### config.mk
export PLATFORM = sky130hd
export DESIGN_NAME = irq_ident_unit
export DESIGN_NICKNAME = d
export VERILOG_FILES = /design/src/rtl/iiu_pkg.sv /design/src/rtl/iiu_sticky_bit.sv /design/src/rtl/iiu_fifo_bit.sv /design/src/rtl/iiu_irq_gate.sv /design/src/rtl/irq_ident_unit.sv
export SDC_FILE = /design/constraint.sdc
export NUM_CORES = 1
export LEC_CHECK = 0
export CAP_MARGIN = 20
export CORE_AREA = 2 2 42 44
export CTS_CLUSTER_SIZE = 20
export DETAILED_ROUTE_END_ITERATION = 7
export DIE_AREA = 0 0 44 46
export DONT_BUFFER_PORTS = 1
export PLACE_DENSITY = 0.54
export RECOVER_POWER = 100
export SLEW_MARGIN = 20
export SYNTH_ARGS = -nofsm -noshare
export SYNTH_HDL_FRONTEND = slang
export SYNTH_SLANG_ARGS = --single-unit
### constraint.sdc
create_clock -name clk -period 0.9 [get_ports clk]
set_input_delay 0.09 -clock clk [delete_from_list [all_inputs] [get_ports clk]]
set_output_delay 0.09 -clock clk [all_outputs]
set_load 0.02 [all_outputs]
### src/rtl/iiu_pkg.sv
package iiu_pkg;
    localparam int DATA_W    = 8;
    localparam int ADDR_W    = 3;
    localparam int N_STICKY  = 4;
    localparam int POS_FRAME = 7;
    localparam int POS_EOM   = 6;
    localparam int POS_RAW   = 5;
    localparam int POS_FIFO  = 4;
    localparam int POS_BUSY  = 3;
    localparam logic [DATA_W-1:0] LIVE_MASK = 8'hF8;

    function automatic int sticky_pos(input int idx);
        case (idx)
            0:       return POS_FRAME;
            1:       return POS_EOM;
            2:       return POS_RAW;
            default: return POS_BUSY;
        endcase
    endfunction
endpackage

### src/rtl/iiu_sticky_bit.sv
module iiu_sticky_bit (
    input  logic clk,
    input  logic rst_n,
    input  logic set_i,
    input  logic clr_i,
    output logic flag_o
);
    logic flag_d, flag_q;

    always_comb begin
        flag_d = flag_q;
        if (clr_i) flag_d = 1'b0;
        if (set_i) flag_d = 1'b1;
    end

    always_ff @(posedge clk or negedge rst_n) begin
        if (!rst_n) flag_q <= 1'b0;
        else        flag_q <= flag_d;
    end

    assign flag_o = flag_q;

    AST_SET_WINS: assert property (@(posedge clk) disable iff (!rst_n)
        set_i |=> flag_o);
    AST_READ_CLEARS: assert property (@(posedge clk) disable iff (!rst_n)
        (clr_i && !set_i) |=> !flag_o);
    AST_HOLDS_IDLE: assert property (@(posedge clk) disable iff (!rst_n)
        (!clr_i && !set_i) |=> $stable(flag_o));
endmodule

### src/rtl/iiu_fifo_bit.sv
module iiu_fifo_bit (
    input  logic clk,
    input  logic rst_n,
    input  logic en_next_i,
    input  logic en_now_i,
    input  logic req_i,
    input  logic rd_clr_i,
    output logic flag_o
);
    logic flag_d, flag_q;

    always_comb begin
        flag_d = en_next_i & (flag_q | req_i);
    end

    always_ff @(posedge clk or negedge rst_n) begin
        if (!rst_n) flag_q <= 1'b0;
        else        flag_q <= flag_d;
    end

    assign flag_o = flag_q;

    AST_FIFO_NEEDS_EN: assert property (@(posedge clk) disable iff (!rst_n)
        flag_o |-> en_now_i);
    AST_FIFO_READ_IGNORED: assert property (@(posedge clk) disable iff (!rst_n)
        (rd_clr_i && flag_o && en_next_i) |=> flag_o);
endmodule

### src/rtl/iiu_irq_gate.sv
module iiu_irq_gate
    import iiu_pkg::*;
(
    input  logic              clk,
    input  logic              rst_n,
    input  logic [DATA_W-1:0] status_i,
    input  logic [DATA_W-1:0] enable_i,
    input  logic              master_i,
    output logic              irq_o
);
    logic [DATA_W-1:0] armed;

    always_comb begin
        armed = status_i & enable_i;
        irq_o = master_i & (|armed);
    end

    AST_IRQ_MASTER: assert property (@(posedge clk) disable iff (!rst_n)
        !master_i |-> !irq_o);
    AST_IRQ_HAS_SOURCE: assert property (@(posedge clk) disable iff (!rst_n)
        irq_o |-> ((status_i & enable_i) != '0));
endmodule

### src/rtl/irq_ident_unit.sv
module irq_ident_unit
    import iiu_pkg::*;
#(
    parameter logic [ADDR_W-1:0] ID_ADDR = 3'd1,
    parameter logic [ADDR_W-1:0] EN_ADDR = 3'd2
) (
    input  logic              clk,
    input  logic              rst_n,
    input  logic              ev_frame,
    input  logic              ev_eom,
    input  logic              ev_raw,
    input  logic              ev_busy,
    input  logic              tx_srv_req,
    input  logic              rx_srv_req,
    input  logic [ADDR_W-1:0] rd_addr,
    input  logic              rd_en,
    input  logic              wr_en,
    input  logic [DATA_W-1:0] wr_data,
    input  logic              master_en,
    output logic [DATA_W-1:0] rd_data,
    output logic              irq
);
    typedef struct packed {
        logic [DATA_W-1:0] en;
    } regs_t;

    regs_t             regs_d, regs_q;
    logic [N_STICKY-1:0] events;
    logic              id_read;
    logic [DATA_W-1:0] status;

    assign events  = {ev_busy, ev_raw, ev_eom, ev_frame};
    assign id_read = rd_en && (rd_addr == ID_ADDR);

    always_comb begin
        regs_d = regs_q;
        if (wr_en && (rd_addr == EN_ADDR))
            regs_d.en = wr_data & LIVE_MASK;
    end

    always_ff @(posedge clk or negedge rst_n) begin
        if (!rst_n) regs_q <= '0;
        else        regs_q <= regs_d;
    end

    generate
        for (genvar g = 0; g < N_STICKY; g++) begin : g_sticky
            iiu_sticky_bit u_bit (
                .clk    (clk),
                .rst_n  (rst_n),
                .set_i  (events[g]),
                .clr_i  (id_read),
                .flag_o (status[sticky_pos(g)])
            );
        end
    endgenerate

    iiu_fifo_bit u_fifo (
        .clk       (clk),
        .rst_n     (rst_n),
        .en_next_i (regs_d.en[POS_FIFO]),
        .en_now_i  (regs_q.en[POS_FIFO]),
        .req_i     (tx_srv_req | rx_srv_req),
        .rd_clr_i  (id_read),
        .flag_o    (status[POS_FIFO])
    );

    assign status[2:0] = 3'b000;

    iiu_irq_gate u_gate (
        .clk      (clk),
        .rst_n    (rst_n),
        .status_i (status),
        .enable_i (regs_q.en),
        .master_i (master_en),
        .irq_o    (irq)
    );

    always_comb begin
        if (rd_addr == ID_ADDR)      rd_data = status;
        else if (rd_addr == EN_ADDR) rd_data = regs_q.en;
        else                         rd_data = '0;
    end

    AST_LOW_BITS_ZERO: assert property (@(posedge clk) disable iff (!rst_n)
        rd_data[2:0] == 3'b000);
    AST_EN_WRITE: assert property (@(posedge clk) disable iff (!rst_n)
        (wr_en && rd_addr == EN_ADDR) |=> (regs_q.en == ($past(wr_data) & LIVE_MASK)));
endmodule

==> out/results.env, run 1 <==
RUN_STATUS='complete, but fails checks'
FAILED_CHECKS='setup timing'
LAYOUT_WORST_PATH_CYCLE_SHARE=1.43
WORSTPATHMAXFANOUT=2
FILLERINSTANCES=151
INITIAL_UTILIZATION=0.305
CLKLATENCYLATEPIN_NS=0.26
CTS_BUFFER_DEPTH=2
ANTENNA_CELLS=0
CLOCK_SINK_COUNT=10
FIN_CELLS=88
SYNTH_TOP_CELL_AREA_SHARE=0.508
GRT_PASS1_VIAS=414
TIMING.HOLD.WS_NS=0.157
FINALWEIGHTEDCONGESTION=0.782
FINALWIRELENGTH_MICRONS=1200
REPORT.FINAL.SLEW_VIOL_COUNT=0
FP.DIEW_MICRONS=44
SYNTH-ASYNC-RESET-RATIO=1.00
CTS_TREE='built'
ROWS=15
GLOBALROUTE.TOTALOVERFLOW=0
MAXIMUM_NUMBER_OF_PINS_ON_ONE_NET_BEFORE_GLOBAL_ROUTE_REPAIR=11
FIN_TOTAL_PWR_mW=1.32
CLOCK_POWER_SHARE=0.296
INITIAL_ANTENNA_VIOLATION_COUNT=0
COMBPWRFRAC=0.272
YS_SEQ_ELEMENTS=10
POST_SYNTH.CELL_AREA_AVG_SQ_UM=12.0
SWITCHINGPOWER_mW=0.347
CATEGORY_OF_THE_WORST_SETUP_PATH_LAUNCH_POINT='register'
SW_FRAC_OF_TOTAL=0.262
SYNTH_AREA_SQ_UM=493
SYNTH.TOP_CELLS.BY_COUNT='10 x sky130_fd_sc_hd__dfrtp_1, 6 x sky130_fd_sc_hd__a22oi_1, 5 x sky130_fd_sc_hd__nor2_1'
LAYOUT-DRIVE-GT1-SHARE=0.437
FIRST_PASS_ITERS=4
MAX-CAP-VIOLATIONS=0
FINALSETUPVIOLATIONS=8
SYNTHDOMINANTAREACELLTYPE='sky130_fd_sc_hd__dfrtp_1'
CORE_SQ_UM=1610
ROUTED_VIA_DENSITY=4.81
VDD_DROP_MAX_V=0.000659
WORST_EP_REQUIRED_TIME_NS=0.81
MULTIINPUTGATEAREA_SQ_UM=256
LIBRARY_CELLS_USED_BY_SYNTHESIS=14
CTS-HTREE-LEVELS=1
POWER_DENSITY_nW_PER_UM2=1630
P_LEAK_nW=0.344
FMAXACHIEVABLE_GHz=0.776
HOLD_PATH.CLASS='in2reg'
FIN_WORST_SKEW_NS=0.000199
RSZ0062_AT_GRT='true'
DIE_HEIGHT_MICRONS=46
DRC_VIOLATIONS_LEFT=0
POST-DP-HPWL_MICRONS=857
VIAS=423
SETUP_SLACK_NS=-0.389
IOS=31
IO_BUFFER_COUNT=0
CTS_MADE_BUFFERS=3
WORSTSETUPENDPOINTTYPE='output pin'
PWR-SHARE-SEQ=0.431
REGAREA_SQ_UM=250
PATH_CLASS='reg2out'
SYNTH_AREA_LEADERS='sky130_fd_sc_hd__dfrtp_1 51%, sky130_fd_sc_hd__a22oi_1 9.1%, sky130_fd_sc_hd__mux2_2 9.1%'
SYN2LAYOUT_AREA_GROWTH_PCT=64.7
SYNTH_EDF_COUNT=0
POST_SYNTH_INST_COUNT=41
GR-USAGE-ALL-LAYERS=0.124
ANT_NETS=0
SETUP_TOTAL_NEGATIVE_SLACK_NS=-1.84
DETAIL_ROUTE.ITER0.VIOLATIONS=10
YOSYS_MOST_USED_DFF='sky130_fd_sc_hd__dfrtp_1'
CRITICAL_PATH_ARRIVAL_NS=1.20
SYNTH_SEQ_AREA_SHARE=0.508
YOSYSWARNINGCOUNT=0
SYNTHMOSTINSTANTIATEDCELL='sky130_fd_sc_hd__dfrtp_1'
FP.DIEAREA_SQ_UM=2020
FINAL_LAYOUT_NET_COUNT=94
DP_CELLS=70
DRT-WIRELENGTH-PER-CELL_MICRONS=13.6
CTS_ROOT_BUFFER='sky130_fd_sc_hd__clkbuf_4'
FINAL.MIN_CLOCK_PERIOD_NS=1.29
FINAL_HOLD_VIOL_COUNT=0
GLOBAL_ROUTE_WIRE_LENGTH_BEFORE_REPAIR_MICRONS=1790
CLK_PIN_SLEW_NS=0.06
INTERNAL-POWER_mW=0.977
[repair_timing]
action / CTS / global route
hold buffers: 12 / 0
resized for setup: 5 / 5
setup endpoints to repair: 8 / 9
pin swaps: 2 / 0
setup buffers: 1 / 1
endpoints found under the hold margin: 20 / 0
[area by class of cell]
cell class | instances | share of cell area
repair buffers | 27 | 0.305
flip-flops and latches | 10 | 0.308
multi-input cells | 30 | 0.316
clock buffers | 4 | 0.0447
well taps | 17 | 0.0262
[critical path, stage by stage, from the launching register on]
cell	delay, ns
sky130_fd_sc_hd__dfrtp_1	0.38
sky130_fd_sc_hd__a222oi_1	0.39
sky130_fd_sc_hd__a21boi_2	0.17
[stage by stage]
step                instance area [sq um]   util  worst slack, ns
global placement                      597  0.370           -0.121
CTS                                   783  0.485           -0.431
global route                          812  0.503           -0.435
detailed placement                    597  0.370           -0.141
floorplan                             500      -          -0.0691
finish                                812  0.503           -0.389
[power by group through the flow]
stage	clock, mW	combinational [mW]	sequential [mW]
global placement	0	0.267	0.566
CTS	0.411	0.349	0.561
global route	0.428	0.391	0.579
floorplan	0	0.175	0.561
detailed placement	0	0.272	0.568
finish	0.393	0.361	0.571
[layer usage]
layer	up-vias	track usage	routed length, microns
met3	0	0.0159	69
li1	208	-	-
met1	197	0.156	504
met5	-	0	0
met2	18	0.194	626
met4	0	0.0909	0
[kinds of logic after synthesis]
logic type / count (synthesis) / synth area share
and+or+nand+nor: 9 / 0.112
AOI/OAI and AO/OA: 13 / 0.206
DFF: 10 / 0.508
muxes: 5 / 0.122
other: 1 / 0.00761
buffers and inverters: 3 / 0.0457
[cells in the final DEF (no fill, tap or decap), types with 2 or more instances in the layout]
cell / netlist / layout
sky130_fd_sc_hd__dlygate4sd3_1: 0 / 12
sky130_fd_sc_hd__buf_4: 3 / 11
sky130_fd_sc_hd__dfrtp_1: 10 / 10
sky130_fd_sc_hd__a22oi_2: 0 / 5
sky130_fd_sc_hd__nor2_1: 5 / 5
sky130_fd_sc_hd__mux2_2: 4 / 4
sky130_fd_sc_hd__a21o_1: 4 / 4
sky130_fd_sc_hd__buf_6: 0 / 4
sky130_fd_sc_hd__conb_1: 1 / 3
sky130_fd_sc_hd__clkbuf_4: 0 / 3
sky130_fd_sc_hd__nor2b_1: 2 / 2
[worst paths after layout]
kind,start,end,slack [ns],cells after the start
worst max-delay path,u_fifo.flag_o$_DFF_PN0_,irq,-0.39,2
worst min-delay path,rd_en,g_sticky[1].u_bit.flag_o$_DFFE_PN0P_,0.16,2
worst max register to register,regs_q[4]$_DFF_PN0_,u_fifo.flag_o$_DFF_PN0_,-0.11,3
worst min register to register,g_sticky[2].u_bit.flag_o$_DFFE_PN0P_,g_sticky[2].u_bit.flag_o$_DFFE_PN0P_,0.54,1
max in group asynchronous,rst_n,g_sticky[2].u_bit.flag_o$_DFFE_PN0P_,0.40,1
min in group asynchronous,rst_n,u_fifo.flag_o$_DFF_PN0_,0.20,1
[registers in the layout (all words and copies together), names as in the netlist]
name	cells
g_sticky.u_bit.flag_o	4
regs_q	5
u_fifo.flag_o	1
(Power assumes the default switching activity.)
==> run 2: changes to the inputs <==
--- a/config.mk
+++ b/config.mk
@@ -6,14 +6,15 @@
 export NUM_CORES = 1
 export LEC_CHECK = 0
 export CAP_MARGIN = 20
-export CORE_AREA = 2 2 42 44
+export CORE_AREA = 2 2 45 47
 export CTS_CLUSTER_SIZE = 20
 export DETAILED_ROUTE_END_ITERATION = 7
-export DIE_AREA = 0 0 44 46
+export DIE_AREA = 0 0 47 49
 export DONT_BUFFER_PORTS = 1
-export PLACE_DENSITY = 0.54
+export PLACE_DENSITY = 0.55
 export RECOVER_POWER = 100
 export SLEW_MARGIN = 20
 export SYNTH_ARGS = -nofsm -noshare
 export SYNTH_HDL_FRONTEND = slang
+export SYNTH_HIERARCHICAL = 1
 export SYNTH_SLANG_ARGS = --single-unit
==> out/results.env, run 2 <==
IO_BUFFER_COUNT=0
FINAL.MIN_CLOCK_PERIOD_NS=1.24
TOP_REGISTER='regs_q'
YOSYS_MOST_USED_DFF='sky130_fd_sc_hd__dfrtp_1'
VDD_DROP_MAX_V=0.000861
SETUP_SLACK_NS=-0.339
FP.DIEAREA_SQ_UM=2300
YS_SEQ_ELEMENTS=10
FIN_CELLS=111
CRITICAL_PATH_ARRIVAL_NS=1.15
CTS_TREE='built'
INITIAL_ANTENNA_VIOLATION_COUNT=0
SYNTH_SEQ_AREA_SHARE=0.425
ANT_NETS=0
LAYOUT-DRIVE-GT1-SHARE=0.381
SYNTH_TOP_CELL_AREA_SHARE=0.425
CLOCK_SINK_COUNT=10
DRC_VIOLATIONS_LEFT=0
WORSTPATHMAXFANOUT=3
FINALWIRELENGTH_MICRONS=1490
FINAL_LAYOUT_NET_COUNT=107
INITIAL_UTILIZATION=0.320
POST_SYNTH_INST_COUNT=54
FP.DIEW_MICRONS=47
SYNTH-ASYNC-RESET-RATIO=1.00
SYNTH_AREA_LEADERS='sky130_fd_sc_hd__dfrtp_1 42%, sky130_fd_sc_hd__mux2_4 13%, sky130_fd_sc_hd__nand3b_1 13%'
RSZ0062_AT_GRT='true'
WORST_EP_REQUIRED_TIME_NS=0.81
TIMING.HOLD.WS_NS=0.0564
FINAL_HOLD_VIOL_COUNT=0
STARTPOINT='regs_q[6]$_DFFE_PN0P_'
LAYOUT_WORST_PATH_CYCLE_SHARE=1.38
SYNTH_EDF_COUNT=0
ANTENNA_CELLS=0
DIE_HEIGHT_MICRONS=49
DRT-WIRELENGTH-PER-CELL_MICRONS=13.4
WORST_R2R_START='regs_q[4]$_DFF_PN0_'
LIBRARY_CELLS_USED_BY_SYNTHESIS=15
SYNTH_AREA_SQ_UM=589
SYN2LAYOUT_AREA_GROWTH_PCT=56.1
VIAS=521
MAXIMUM_NUMBER_OF_PINS_ON_ONE_NET_BEFORE_GLOBAL_ROUTE_REPAIR=13
CTS-HTREE-LEVELS=1
FIRST_PASS_ITERS=4
MAX-CAP-VIOLATIONS=0
GLOBAL_ROUTE_WIRE_LENGTH_BEFORE_REPAIR_MICRONS=2390
RUN_STATUS='complete, but fails checks'
SYNTHDOMINANTAREACELLTYPE='sky130_fd_sc_hd__dfrtp_1'
CTS_BUFFER_DEPTH=2
FAILED_CHECKS='setup timing'
FMAXACHIEVABLE_GHz=0.807
MOST_FREQUENT_CELLS_IN_THE_LAYOUT='10 x sky130_fd_sc_hd__nand3b_1, 10 x sky130_fd_sc_hd__dfrtp_1, 10 x sky130_fd_sc_hd__dlygate4sd3_1'
GLOBALROUTE.TOTALOVERFLOW=0
HOLD_PATH.STARTPOINT='tx_srv_req'
POST_SYNTH.CELL_AREA_AVG_SQ_UM=10.9
FINALSETUPVIOLATIONS=9
CORE_SQ_UM=1840
YOSYSWARNINGCOUNT=6
REPORT.FINAL.SLEW_VIOL_COUNT=0
PATH_CLASS='reg2out'
CLK_PIN_SLEW_NS=0.07
ROUTED_VIA_DENSITY=4.69
IOS=31
FINALWEIGHTEDCONGESTION=0.720
SYNTH.TOP_CELLS.BY_COUNT='10 x sky130_fd_sc_hd__dfrtp_1, 10 x sky130_fd_sc_hd__nand3b_1, 5 x sky130_fd_sc_hd__a21oi_1, 5 x sky130_fd_sc_hd__inv_1, 5 x sky130_fd_sc_hd__mux2_4'
FIN_WORST_SKEW_NS=0.00540
POWER_DENSITY_nW_PER_UM2=1490
CATEGORY_OF_THE_WORST_SETUP_PATH_LAUNCH_POINT='register'
GR-USAGE-ALL-LAYERS=0.149
CTS_MADE_BUFFERS=3
CLKLATENCYLATEPIN_NS=0.26
HOLD_PATH.CLASS='in2reg'
GRT_PASS1_VIAS=501
CTS_ROOT_BUFFER='sky130_fd_sc_hd__clkbuf_4'
ROWS=16
P_LEAK_nW=0.368
LARGEST_REGISTER_FF_COUNT=5
DP_CELLS=96
WORSTSETUPENDPOINTTYPE='output pin'
DETAIL_ROUTE.ITER0.VIOLATIONS=9
==> run 2: changes by cell type after synthesis, moves of 2 or more <==
cell,previous run,this run
sky130_fd_sc_hd__a21oi_1,0,5
sky130_fd_sc_hd__a22oi_1,6,4
sky130_fd_sc_hd__nand3b_1,1,10
sky130_fd_sc_hd__inv_1,0,5
sky130_fd_sc_hd__mux2_4,1,5
sky130_fd_sc_hd__nor2b_1,2,0
sky130_fd_sc_hd__nor2_1,5,0
sky130_fd_sc_hd__mux2_2,4,0
sky130_fd_sc_hd__clkbuf_1,0,2
==> run 2: cell families after synthesis <==
kind of cell | count (synthesis) | synth area share
flops | 10 | 0.425
buf+inv | 10 | 0.0828
mux | 5 | 0.127
other cells | 1 | 0.00636
compound gates | 15 | 0.172
simple gates | 13 | 0.187
==> run 2: power breakdown <==
part	total (mW)	leakage [nW]	internal (mW)	switching, mW
Clock	0.408	0.0210	0.245	0.163
Sequential	0.584	0.109	0.515	0.0684
Combinational	0.378	0.238	0.221	0.156
==> run 2: through the flow <==
| stage | power, mW | setup slack (ns) | util | area, sq um | setup TNS [ns] |
|---|---|---|---|---|---|
| finish | 1.37 | -0.339 | 0.499 | 920 | -1.76 |
| global route | 1.45 | -0.400 | 0.499 | 920 | -2.23 |
| CTS | 1.39 | -0.337 | 0.488 | 898 | -1.79 |
| detailed placement | 0.882 | -0.0881 | 0.398 | 733 | -0.467 |
| global placement | 0.878 | -0.0888 | 0.398 | 733 | -0.478 |
| floorplan | 0.788 | -0.0859 | - | 627 | -0.0859 |
==> run 2: area by class of cell <==
cell class	count	area [sq um]
Inverter	5	18.8
Timing Repair Buffer	23	214
Tap cell	27	33.8
Multi-Input combinational cell	42	367
Clock buffer	4	36.3
Sequential cell	10	250
Fill cell	195	922
==> run 2: final timing paths <==
check	end	slack [ns]	cells after the start
setup / recovery	rd_data[6]	-0.34	4
hold / removal	u_fifo/flag_o$_DFF_PN0_	0.06	2
setup reg to reg	u_fifo/flag_o$_DFF_PN0_	-0.05	2
hold reg to reg	u_fifo/flag_o$_DFF_PN0_	0.54	1
max in group asynchronous	regs_q[6]$_DFFE_PN0P_	0.37	1
min in group asynchronous	regs_q[3]$_DFFE_PN0P_	0.21	1
==> run 2: worst max-delay path: stages (launching register included) <==
cell and delay (ns):
sky130_fd_sc_hd__dfrtp_1 0.41, sky130_fd_sc_hd__buf_4 0.13, sky130_fd_sc_hd__nand3b_1 0.08, sky130_fd_sc_hd__a21oi_2 0.12, sky130_fd_sc_hd__buf_4 0.14
==> run 2: per-layer routing <==
layer | global-route usage | vias up | part of all wire
li1 | - | 246 | -
met1 | 0.196 | 257 | 0.42
met2 | 0.215 | 16 | 0.50
met3 | 0.0370 | 2 | 0.062
met4 | 0.0833 | 0 | 0.014
met5 | 0 | - | 0
==> run 2: what timing repair did <==
action	CTS	global route
hold endpoints to repair	19	0
hold buffers	10	0
buffers inserted	2	3
pin swaps	3	7
endpoints found under the setup margin	8	9
resized for setup	5	8
==> run 3: changes to the inputs <==
--- a/config.mk
+++ b/config.mk
@@ -6,13 +6,12 @@
 export NUM_CORES = 1
 export LEC_CHECK = 0
 export CAP_MARGIN = 20
-export CORE_AREA = 2 2 45 47
+export CORE_AREA = 8 8 51 53
 export CTS_CLUSTER_SIZE = 20
 export DETAILED_ROUTE_END_ITERATION = 7
-export DIE_AREA = 0 0 47 49
+export DIE_AREA = 0 0 59 61
 export DONT_BUFFER_PORTS = 1
 export PLACE_DENSITY = 0.55
-export RECOVER_POWER = 100
 export SLEW_MARGIN = 20
 export SYNTH_ARGS = -nofsm -noshare
 export SYNTH_HDL_FRONTEND = slang
==> out/results.env, run 3 (synthesis results as in run 2) <==
MOST_FREQUENT_CELLS_IN_THE_LAYOUT='13 x sky130_fd_sc_hd__buf_4, 10 x sky130_fd_sc_hd__nand3b_1, 10 x sky130_fd_sc_hd__dfrtp_1, 10 x sky130_fd_sc_hd__dlygate4sd3_1, 9 x sky130_fd_sc_hd__conb_1'
LARGEST_REGISTER_FF_COUNT=5
HOLD_PATH.CLASS='in2reg'
ANT_NETS=0
INITIAL_UTILIZATION=0.320
REPORT.FINAL.SLEW_VIOL_COUNT=0
WORSTPATHBUFFERINVERTERCOUNT=2
VIAS=522
FAILED_CHECKS='setup timing'
ROUTED_VIA_DENSITY=4.58
DETAIL_ROUTE.ITER0.VIOLATIONS=4
CTS_MADE_BUFFERS=3
MAX-CAP-VIOLATIONS=0
CLK_PIN_SLEW_NS=0.07
ANTENNA_CELLS=0
TIMING.CRITICAL_PATH.MODE_CELL='sky130_fd_sc_hd__buf_4'
ROWS=16
MULTIINPUTGATEAREA_SQ_UM=365
CP_SLOWEST_CELL='sky130_fd_sc_hd__dfrtp_1'
CTS-HTREE-LEVELS=1
FINAL_LAYOUT_NET_COUNT=110
FINALWEIGHTEDCONGESTION=0.826
TIMING.HOLD.WS_NS=0.0606
CATEGORY_OF_THE_WORST_SETUP_PATH_LAUNCH_POINT='register'
VDD_DROP_MAX_V=0.000770
LAYOUT_WORST_PATH_CYCLE_SHARE=1.37
IO_BUFFER_COUNT=0
CLKLATENCYLATEPIN_NS=0.26
FINALSETUPVIOLATIONS=10
FINAL_HOLD_VIOL_COUNT=0
RUN_STATUS='complete, but fails checks'
FILLERINSTANCES=183
SYN2LAYOUT_AREA_GROWTH_PCT=58.8
WORSTPATHMAXFANOUT=3
LAYOUT-DRIVE-GT1-SHARE=0.402
IOS=31
GR-USAGE-ALL-LAYERS=0.103
CLOCK_SINK_COUNT=10
CTS_BUFFER_DEPTH=2
P_LEAK_nW=0.390
FMAXACHIEVABLE_GHz=0.809
CP_TOP_FAMILY='flip-flops'
MOSTFREQUENTLAYOUTCELL='sky130_fd_sc_hd__buf_4'
FIRST_PASS_ITERS=2
CORE_SQ_UM=1840
CRITICAL_PATH_ARRIVAL_NS=1.15
MAX_STAGE_DELAY_NS=0.39
DRC_VIOLATIONS_LEFT=0
GLOBAL_ROUTE_WIRE_LENGTH_BEFORE_REPAIR_MICRONS=2740
CTS_ROOT_BUFFER='sky130_fd_sc_hd__clkbuf_4'
FINAL.MIN_CLOCK_PERIOD_NS=1.24
PATH_CLASS='reg2out'
GLOBALROUTE.TOTALOVERFLOW=0
REGAREA_SQ_UM=250
GRT_PASS1_VIAS=603
FINALWIRELENGTH_MICRONS=1610
WORST_EP_REQUIRED_TIME_NS=0.81
WORSTSETUPENDPOINTTYPE='output pin'
TIMING.CRITICAL_PATH.CELLS='buf_4 -> nand3b_1 -> a21oi_2 -> buf_4'
POWER_DENSITY_nW_PER_UM2=1540
POST-DP-HPWL_MICRONS=1170
FIN_WORST_SKEW_NS=0.000923
TOP_REGISTER='regs_q'
DIE_HEIGHT_MICRONS=61
FP.DIEW_MICRONS=59
DPL_WORST_SLACK_NS=-0.0954
INITIAL_ANTENNA_VIOLATION_COUNT=0
RSZ0062_AT_GRT='true'
FP.DIEAREA_SQ_UM=3600
SETUP_SLACK_NS=-0.336
DRT-WIRELENGTH-PER-CELL_MICRONS=14.1
MAXIMUM_NUMBER_OF_PINS_ON_ONE_NET_BEFORE_GLOBAL_ROUTE_REPAIR=13
CTS_TREE='built'
-- run 3: cell count changes in the layout (fill, tap and decap cells not counted) --
cell / change
sky130_fd_sc_hd__a21oi_2: -2
sky130_fd_sc_hd__a22oi_2: -1
sky130_fd_sc_hd__buf_12: -1
sky130_fd_sc_hd__a22oi_1: +1
sky130_fd_sc_hd__mux2_4: +3
sky130_fd_sc_hd__a21oi_1: +2
sky130_fd_sc_hd__buf_4: +4
sky130_fd_sc_hd__clkbuf_4: -2
sky130_fd_sc_hd__mux2_1: -3
sky130_fd_sc_hd__buf_6: +2
-- run 3: routing by layer --
layer | GRT usage | wire length, microns | vias to the layer above
li1 | - | - | 249
met1 | 0.114 | 712 | 250
met2 | 0.171 | 763 | 19
met3 | 0.0233 | 102 | 4
met4 | 0.0717 | 34 | 0
met5 | 0 | 0 | -
-- run 3: report_power, final --
group	internal (mW)	leakage (nW)	switching, mW
registers	0.515	0.109	0.0615
clock network	0.246	0.0210	0.168
logic	0.279	0.261	0.168
total	1.04	0.390	0.397
-- run 3: worst reg2reg max path, cell delays in order (launching register included) --
cell and delay, ns:
sky130_fd_sc_hd__dfrtp_1 0.41, sky130_fd_sc_hd__buf_4 0.14, sky130_fd_sc_hd__mux2_4 0.26
-- run 3: stage by stage --
step / std cells / TNS [ns] / total power [mW] / utilization / instance area (sq um)
4_1_cts: 113 / -1.85 / 1.42 / 0.494 / 910
5_1_grt: 114 / -2.22 / 1.51 / 0.508 / 936
6_report: 114 / -1.77 / 1.44 / 0.508 / 936
2_1_floorplan: 62 / -0.0859 / 0.788 / - / 627
3_3_place_gp: 98 / -0.540 / 0.892 / 0.399 / 736
3_5_place_dp: 98 / -0.494 / 0.897 / 0.399 / 736
-- run 3: final cells by class --
| class | instances | area share |
|---|---|---|
| clock buffers | 4 | 0.0388 |
| flip-flops and latches | 10 | 0.267 |
| repair buffers | 26 | 0.247 |
| well taps | 27 | 0.0361 |
| multi-input cells | 42 | 0.390 |
| inverters | 5 | 0.0201 |
-- run 3: path summary, 6_finish.rpt --
path | startpoint | end | slack [ns] | cells past startpoint
max | regs_q[7]$_DFFE_PN0P_ | rd_data[7] | -0.34 | 4
min | tx_srv_req | u_fifo/flag_o$_DFF_PN0_ | 0.06 | 2
max reg2reg | regs_q[7]$_DFFE_PN0P_ | regs_q[7]$_DFFE_PN0P_ | -0.02 | 2
min reg2reg | g_sticky[3].u_bit/flag_o$_DFFE_PN0P_ | g_sticky[3].u_bit/flag_o$_DFFE_PN0P_ | 0.52 | 1
max in group asynchronous | rst_n | g_sticky[3].u_bit/flag_o$_DFFE_PN0P_ | 0.36 | 1
min in group asynchronous | rst_n | regs_q[6]$_DFFE_PN0P_ | 0.22 | 1
-- run 3: repair_timing --
item / 4_1_cts / 5_1_grt
pin swaps: 6 / 3
setup buffers: 2 / 2
resized for setup: 5 / 5
hold buffers: 10 / 0
endpoints found under the setup margin: 8 / 10
hold endpoints to repair: 19 / 0
